`src/rtl/mpuseg_pkg.sv`:
```
package mpuseg_pkg;
   typedef enum logic [1:0] {
      SEG_NONE = 2'd0,
      SEG_LOW  = 2'd1,
      SEG_MID  = 2'd2,
      SEG_HIGH = 2'd3
   } seg_e;

   typedef enum logic [1:0] {
      ACC_RD   = 2'd0,
      ACC_WR   = 2'd1,
      ACC_EX   = 2'd2,
      ACC_IDLE = 2'd3
   } acc_e;

   localparam int NUM_SEG  = 3;
   localparam int NUM_PERM = 3;
endpackage

```
`src/rtl/mpuseg_borders.sv`:
```
module mpuseg_borders #(
   parameter int BRD_W      = 16,
   parameter int GRAN_BITS  = 6,
   parameter int SIZE_CLASS = 0
) (
   input  logic             clk,
   input  logic             rst_n,
   input  logic             we,
   input  logic             sel,
   input  logic [BRD_W-1:0] wdata,
   output logic [BRD_W-1:0] a_q,
   output logic [BRD_W-1:0] b_q,
   output logic [BRD_W-1:0] lo_q,
   output logic [BRD_W-1:0] hi_q
);
   // Number of top border bits that the memory size forces to zero.
   localparam int TOP_FIX = (SIZE_CLASS == 0) ? 2 : 1;
   localparam logic [31:0] KEEP_HI = (32'd1 << (BRD_W - TOP_FIX)) - 32'd1;
   localparam logic [31:0] KEEP_LO = (32'd1 << GRAN_BITS) - 32'd1;
   localparam logic [BRD_W-1:0] MASK = BRD_W'(KEEP_HI & ~KEEP_LO);

   generate
      if (SIZE_CLASS != 0 && SIZE_CLASS != 1) begin : g_bad_class
         $error("mpuseg_borders: SIZE_CLASS must be 0 or 1");
      end
      if (GRAN_BITS >= BRD_W - TOP_FIX) begin : g_bad_gran
         $error("mpuseg_borders: GRAN_BITS leaves no writable bits");
      end
   endgenerate

   logic [1:0][BRD_W-1:0] regs_q;

   always_ff @(posedge clk or negedge rst_n) begin
      if (!rst_n) begin
         regs_q <= '0;
      end else if (we) begin
         for (int i = 0; i < 2; i++) begin
            if (sel == 1'(i)) regs_q[i] <= wdata & MASK;
         end
      end
   end

   assign a_q  = regs_q[0];
   assign b_q  = regs_q[1];
   assign lo_q = (regs_q[0] < regs_q[1]) ? regs_q[0] : regs_q[1];
   assign hi_q = (regs_q[0] < regs_q[1]) ? regs_q[1] : regs_q[0];

   assert_masked_write_R2: assert property (@(posedge clk) disable iff (!rst_n)
      (we && !sel) |=> (a_q == ($past(wdata) & MASK)));
   assert_other_kept_R3: assert property (@(posedge clk) disable iff (!rst_n)
      (we && !sel) |=> $stable(b_q));
   assert_idle_hold_R3: assert property (@(posedge clk) disable iff (!rst_n)
      !we |=> ($stable(a_q) && $stable(b_q)));
   assert_order_R7: assert property (@(posedge clk) disable iff (!rst_n)
      (lo_q <= hi_q));
endmodule

```
`src/rtl/mpuseg_compare.sv`:
```
module mpuseg_compare
   import mpuseg_pkg::*;
#(
   parameter int              ADDR_W = 20,
   parameter int              BRD_W  = 16,
   parameter logic [ADDR_W-1:0] MEM_LO = 20'h04400,
   parameter logic [ADDR_W-1:0] MEM_HI = 20'h13FFF
) (
   input  logic [ADDR_W-1:0] addr,
   input  logic [BRD_W-1:0]  lo,
   input  logic [BRD_W-1:0]  hi,
   output seg_e              seg
);
   localparam int SHIFT = ADDR_W - BRD_W;

   generate
      if (SHIFT < 0) begin : g_bad_w
         $error("mpuseg_compare: BRD_W wider than ADDR_W");
      end
      if (MEM_LO > MEM_HI) begin : g_bad_win
         $error("mpuseg_compare: MEM_LO above MEM_HI");
      end
   endgenerate

   logic [BRD_W-1:0] page;
   logic             in_win;

   assign page   = addr[ADDR_W-1:SHIFT];
   assign in_win = (addr >= MEM_LO) && (addr <= MEM_HI);

   always_comb begin
      if (!in_win)         seg = SEG_NONE;
      else if (page < lo)  seg = SEG_LOW;
      else if (page < hi)  seg = SEG_MID;
      else                 seg = SEG_HIGH;
   end
endmodule

```
`src/rtl/mpuseg_perm.sv`:
```
module mpuseg_perm
   import mpuseg_pkg::*;
(
   input  seg_e                        seg,
   input  acc_e                        acc,
   input  logic [NUM_SEG*NUM_PERM-1:0] perm,
   output logic                        viol
);
   logic [NUM_SEG-1:0] allowed;

   generate
      for (genvar s = 0; s < NUM_SEG; s++) begin : g_seg
         logic [NUM_PERM-1:0] en;
         assign en = perm[s*NUM_PERM +: NUM_PERM];
         always_comb begin
            case (acc)
               ACC_RD:  allowed[s] = en[0];
               ACC_WR:  allowed[s] = en[1];
               ACC_EX:  allowed[s] = en[2];
               default: allowed[s] = 1'b1;
            endcase
         end
      end
   endgenerate

   always_comb begin
      case (seg)
         SEG_LOW:  viol = !allowed[0];
         SEG_MID:  viol = !allowed[1];
         SEG_HIGH: viol = !allowed[2];
         default:  viol = 1'b0;
      endcase
   end
endmodule

```
`src/rtl/mpu_seg_classifier.sv`:
```
module mpu_seg_classifier
   import mpuseg_pkg::*;
#(
   parameter int                ADDR_W     = 20,
   parameter int                BRD_W      = 16,
   parameter int                GRAN_BITS  = 6,
   parameter int                SIZE_CLASS = 0,
   parameter logic [ADDR_W-1:0] MEM_LO     = 20'h04400,
   parameter logic [ADDR_W-1:0] MEM_HI     = 20'h13FFF
) (
   input  logic              clk,
   input  logic              rst_n,
   input  logic              brd_we,
   input  logic              brd_sel,
   input  logic [BRD_W-1:0]  brd_wdata,
   output logic [BRD_W-1:0]  brd_a_q,
   output logic [BRD_W-1:0]  brd_b_q,
   input  logic [ADDR_W-1:0] addr,
   input  logic [1:0]        acc_type,
   input  logic [8:0]        perm,
   output logic [1:0]        seg_id,
   output logic              violation
);
   logic [BRD_W-1:0] lo_b, hi_b;
   seg_e             seg;

   mpuseg_borders #(
      .BRD_W(BRD_W), .GRAN_BITS(GRAN_BITS), .SIZE_CLASS(SIZE_CLASS)
   ) u_brd (
      .clk(clk), .rst_n(rst_n), .we(brd_we), .sel(brd_sel), .wdata(brd_wdata),
      .a_q(brd_a_q), .b_q(brd_b_q), .lo_q(lo_b), .hi_q(hi_b)
   );

   mpuseg_compare #(
      .ADDR_W(ADDR_W), .BRD_W(BRD_W), .MEM_LO(MEM_LO), .MEM_HI(MEM_HI)
   ) u_cmp (
      .addr(addr), .lo(lo_b), .hi(hi_b), .seg(seg)
   );

   mpuseg_perm u_perm (
      .seg(seg), .acc(acc_e'(acc_type)), .perm(perm), .viol(violation)
   );

   assign seg_id = seg;

   assert_no_mid_when_equal_R8: assert property (@(posedge clk) disable iff (!rst_n)
      (brd_a_q == brd_b_q) |-> (seg_id != 2'd2));
   assert_quiet_outside_R9: assert property (@(posedge clk) disable iff (!rst_n)
      violation |-> (seg_id != 2'd0));
   assert_idle_access_R10: assert property (@(posedge clk) disable iff (!rst_n)
      (acc_type == 2'd3) |-> !violation);
   assert_mid_needs_gap_R5: assert property (@(posedge clk) disable iff (!rst_n)
      (seg_id == 2'd2) |-> (brd_a_q != brd_b_q));
endmodule

```
`config.mk`:
```
export PLATFORM = sky130hd
export DESIGN_NAME = mpu_seg_classifier
export DESIGN_NICKNAME = d
export VERILOG_FILES = /design/src/rtl/mpuseg_pkg.sv /design/src/rtl/mpuseg_borders.sv /design/src/rtl/mpuseg_compare.sv /design/src/rtl/mpuseg_perm.sv /design/src/rtl/mpu_seg_classifier.sv
export SDC_FILE = /design/constraint.sdc
export NUM_CORES = 1
export LEC_CHECK = 0
export BUFFER_PORTS_ARGS = -buffer_cell sky130_fd_sc_hd__buf_2
export CAP_MARGIN = 20
export CORE_AREA = 2 2 66 68
export DETAILED_ROUTE_END_ITERATION = 6
export DIE_AREA = 0 0 68 70
export PLACE_DENSITY = 0.8
export SLEW_MARGIN = 10
export SYNTH_ARGS = -nofsm -noshare
export SYNTH_HDL_FRONTEND = slang
export SYNTH_SLANG_ARGS = --single-unit
```
`constraint.sdc`:
```
create_clock -name clk -period 3.87 [get_ports clk]
set_input_delay 0.5805 -clock clk [delete_from_list [all_inputs] [get_ports clk]]
set_output_delay 0.5805 -clock clk [all_outputs]
set_load 0.01 [all_outputs]
```
; After elaboration in Yosys (flattened, before gate mapping)
; Index checks and enable logic that the tools add are counted.
[op_classes]
magnitude_cmp = 5
n_eq_ne = 5
n_mux = 9
n_bitwise = 1
n_reduce_logical = 7
[ops]
columns = operator, count
row1 = $lt 16x14->1, 2
row2 = $mux 14, 2
row3 = $ge 20x15->1 const B, 1
row4 = $le 20x17->1 const B, 1
row5 = $lt 14x14->1, 1
row6 = $pmux 1 s3, 4
row7 = $eq 2x2->1 const B, 3
row8 = $eq 2x1->1 const B, 2
row9 = $mux 2, 2
row10 = $reduce_and 2->1, 2
row11 = $logic_not 1->1, 3
row12 = $logic_not 2->1, 1
row13 = $logic_and 1x1->1, 1
row14 = $mux 1, 1
row15 = $not 1->1, 1
[totals]
ff_bits = 16
in_bits = 51
output_inout_bits = 35

; Depth between registers and ports, before layout
[logic_depth]
ltp_word = 8
depth_mapped = 16
mapped_depth_nobuf = 15

; By module
; From an unflattened synthesis, not the netlist that was laid out.
[hier_totals]
cells_unflattened = 232
area_unflattened_um2 = 2157.1
[by_module_without_submodules]
columns = mod, instances, cells_per_inst, area_each_um2, seq_area_each_um2
row1 = mpuseg_borders, 1, 109, 1263.7, 400.4
row2 = mpuseg_compare, 1, 108, 802.0, 0.0
row3 = mpuseg_perm, 1, 15, 91.3, 0.0

; Worst setup path after synthesis
; No wires, ideal clock.
[synth_path]
path_type = reg-to-output
start = reg u_brd.regs_q (netlist bit u_brd.b_q[7])
end = out violation
t_arrival_ps = 3591
path_slack_ps = -302
stages_incl_launch_ff = 14
path_buffers = 1
path_cell_list = dfrtp_1 -> inv_1 -> ha_1 -> a2111o_1 -> a221oi_4 -> buf_2 -> mux2i_1 -> ha_1 -> a2111oi_0 -> and3_1 -> nand3_1 -> o211ai_1 -> mux2i_1 -> a211oi_2
[synth_between]
elab_chain_len = 8
word_cells_on_any_way = 12
cone_classes = order compare (3) / eq/ne (3) / mux (6)
[synth_lines]
columns = element, line
row1 = start: declaration, mpuseg_borders.sv:31  ; logic [1:0][BRD_W-1:0] regs_q;
row2 = start signal: indexed assignment, mpuseg_borders.sv:38  ; if (sel == 1'(i)) regs_q[i] <= wdata & MASK;
row3 = $lt 14x14->1, "mpuseg_borders.sv:45, mpuseg_borders.sv:46"
row4 = $mux 14, mpuseg_borders.sv:46  ; assign hi_q = (regs_q[0] < regs_q[1]) ? regs_q[1] : regs_q[0];
row5 = $lt 16x14->1, mpuseg_compare.sv:34  ; else if (page < hi) seg = SEG_MID;
row6 = $mux 1, mpuseg_compare.sv:34
row7 = $mux 2 *, mpuseg_compare.sv:33  ; else if (page < lo) seg = SEG_LOW;
row8 = $mux 2 *, mpuseg_compare.sv:32  ; if (!in_win) seg = SEG_NONE;
row9 = $eq 2x2->1 or $eq 2x1->1 (tied branches), mpuseg_perm.sv:27  ; case (seg)
row10 = $pmux 1 s3 *, mpuseg_perm.sv:27
row11 = end: declaration, mpu_seg_classifier.sv:22  ; output logic violation
; Every way passes the cells marked *; elsewhere a longest branch is shown, timed or not.

; Final worst setup path
; Ends and elaborated chain as after synthesis.

==> impl_results.md <==
- Status: complete, but fails checks
- Failing checks: negative setup slack
- RR Startpoint: u_brd.a_q[7]
- Ant. Diodes: 0
- Slew at the pin closest to its max-slew limit: 791 ps
- Yosys warnings: 0
- Most used DFF post-synth: dfrtp_1
- Rel. slew slack: 47.2%
- Num CTS Buffers: 3
- Sequential Power Share: 24.1%
- Clk_lat worst skew: 250 ps
- P_int: 0.000524 W
- Clock-pin transition on the worst setup and hold timing paths: 60 ps
- Biggest area consumer among synthesized cells: dfrtp_1
- Layout Skew: 0 ps
- Ports: 86
- Reg2reg setup slack: 2920 ps
- RR Endpoint: u_brd.a_q[7]
- PortBufs: 51
- Vias in the first global route: 1439
- H-tree depth: 1
- DRT iter0 DRCs: 35
- Routed WL: 3730 µm
- Post-Layout Cell Count: 291
- Most frequent cell after synthesis: ha_1
- CP max FO: 3
- Most frequent cells after synthesis: ha_1 (21), mux2_2 (20), buf_4 (16), dfrtp_1 (16), a21oi_1 (15)
- First-pass GRT wire length: 5970 µm
- CP endpoint kind: primary output
- Post-synth ARST share: 100%
- Sw Share: 38.8%
- Root buffer selected by CTS: clkbuf_8
- Total number of vias: 1436
- Max incr delay on CP: 400 ps
- CTS tree: built
- Final worst path period need: 4310 ps
- Avg Inst Size Synth: 9.57 µm²
- Antenna violations before repair: 0
- Final nets: 313
- DRC Markers: 0
- # setup viols final: 3
- Starting Density: 37.2%
- Largest net degree at the start of global routing: 17
- Top-area cell type share of the netlist area: 26.0%
- Clock sinks: 16
- Synth top area cells: dfrtp_1 (26%), ha_1 (17%), mux2_2 (15%)
- Gate power share: 61.0%
- Final worst slack: -444 ps
- Total leakage power: 1.05 nW
- Mapped Cells: 161
- Total grt overflow: 0
- Clock Power Share: 14.9%
- Hold Path Class: in2async
- RSZ-0062 raised after global routing: yes
- Drt pass-1 iters: 4
- Core Rows: 24
- Post-DRT Antenna Nets: 0
- Core Area: 4140 µm²
- Fmax: 232 MHz
- Crit path launch: u_brd.b_q[7]
- Cells on worst reg2reg path: 2
- GRT Total Usage: 16.2%
- Avg WL per Cell: 12.8 µm
- NetSw: 0.000333 W
- Pwr Total: 0.000857 W
- Die H: 70 µm
- Full die area: 4760 µm²
- Number of distinct library cells after synthesis: 32
- Gp weighted congestion: 0.841
- Layout cells sized above 1: 48.5%
- Sequence of cells on the critical path: inv_2, ha_4, a2111o_1, a221oi_4, mux2i_2, ha_1, a2111oi_4, and3_4, nand3_2, o211ai_1, mux2i_1, a211oi_2, buf_2
- Routed vias/inst: 4.93
- Detailed placement HPWL: 3120 µm
- Crit Path Category: reg2out
- Crit path DAT: 3730 ps
- Area of the multi-input gates: 1100 µm²
- Syn Std Cell Area: 1540 µm²
- Sequential cell area fraction in the yosys report: 26.0%
- FF+latch count, synth: 16
- CTS max path bufs: 2
- Fillers: 407
- Post-CTS Hold Buffers: 0
- Tcrit/Tclk final: 111%
- CP Launch Type: flip-flop
- Die X: 68 µm
- Capture point of the worst path: violation
- Maxcap violations: 0
- Area Overhead vs Synth: 37.1%
- Required @ worst endpoint: 3290 ps
- Slowest CP cell: dfrtp_1
- VDD IR-drop max: 0.000256 V
- Number of synthesized flops with an enable pin: 0
- FF/Latch Area: 400 µm²
- Final Hold Viols: 0
- Pwr Density: 405 nW/µm²
- Placed cells: 287
- Final slew viol count: 0
## power groups by stage
stage / Clock [W] / Sequential (W) / Combinational, W
after global placement: 0 / 0.000207 / 0.000469
after global routing: 0.000142 / 0.000210 / 0.000584
after detailed placement: 0 / 0.000209 / 0.000482
after floorplan: 0 / 0.000231 / 0.000287
after CTS: 0.000132 / 0.000206 / 0.000514
final: 0.000127 / 0.000207 / 0.000523
## cells by family (layout without fill, tap and decap cells)
logic type	count (synthesis)	count (layout)	share of synthesized area, %
mux	28	28	19.8
fa+ha+maj	21	21	17.0
simple gates	32	32	9.90
other cells	1	16	0.243
flops	16	16	26.0
compound gates	35	35	16.2
buf+inv	28	91	10.8
## layout by cell type (no fill, tap or decap), types with 2 or more instances in the layout
| cell type | synthesis | layout |
|---|---|---|
| a21oi_2 | 0 | 2 |
| nor2b_1 | 3 | 3 |
| conb_1 | 1 | 16 |
| mux2_2 | 20 | 20 |
| nor2_1 | 11 | 11 |
| nand2_1 | 6 | 6 |
| buf_4 | 16 | 27 |
| inv_1 | 9 | 8 |
| clkbuf_8 | 0 | 3 |
| buf_2 | 1 | 51 |
| mux2i_2 | 0 | 3 |
| nand3_1 | 3 | 2 |
| a21oi_1 | 15 | 13 |
| ha_1 | 21 | 20 |
| nand2b_1 | 2 | 2 |
| dfrtp_1 | 16 | 16 |
| nand4_1 | 3 | 3 |
| mux2i_1 | 8 | 5 |
| o21ai_0 | 3 | 3 |
| o211ai_1 | 3 | 3 |
| o22ai_1 | 4 | 4 |
## critical path: cells and delay by family, from the launching register on
kind                       cells  cell delay (ps)
AOI/OAI and AO/OA              5             1460
and+or+nand+nor                2              310
buffers and inverters          2              250
DFF                            1              400
adders and majority gates      2              510
muxes                          2              560
## sequential cells by signal, summed over array words and instances, names as in the netlist
name and count:
u_brd.b_q 8, u_brd.a_q 8
## worst min path at each step
| stage | endpoint | cells past startpoint |
|---|---|---|
| after floorplan | u_brd.a_q[10] | 0 |
| after global placement | u_brd.a_q[11] | 1 |
| after detailed placement | u_brd.b_q[11] | 1 |
| after CTS | u_brd.b_q[11] | 1 |
| after global routing | u_brd.b_q[11] | 1 |
| final | u_brd.b_q[11] | 1 |
## metrics by stage
step / instance area, µm² / hold slack [ps] / worst slack (ps) / setup TNS, ps / utilization (%)
after detailed placement: 1990 / 513 / -239 / -463 / 48.1
final: 2110 / 227 / -444 / -1150 / 51.0
after floorplan: 1610 / 285 / -89.2 / -89.2 / -
after global placement: 1990 / 503 / -167 / -246 / 48.1
after global routing: 2110 / 247 / -594 / -1630 / 51.0
after CTS: 2080 / 236 / -400 / -1050 / 50.3
## cell type report
class / instances / area share, %
clock buffer: 3 / 1.95
tap: 52 / 3.08
inverter: 9 / 1.60
multi-input combinational: 132 / 52.2
timing repair buffer: 79 / 22.2
sequential: 16 / 18.9
## what timing repair did
action                                  in CTS  in global routing
buffers inserted                             1                  0
endpoints found under the setup margin       3                  3
cloned                                       0                  0
pin swaps                                    5                  1
gates resized for setup                      7                  6
## layer usage
layer | GRT usage (%) | part of all wire, %
met1 | 19.3 | 43
met5 | 0 | 0
met3 | 2.25 | 5.7
met4 | 5.33 | 1.3
met2 | 29.0 | 50
(Power assumes the default switching activity.)
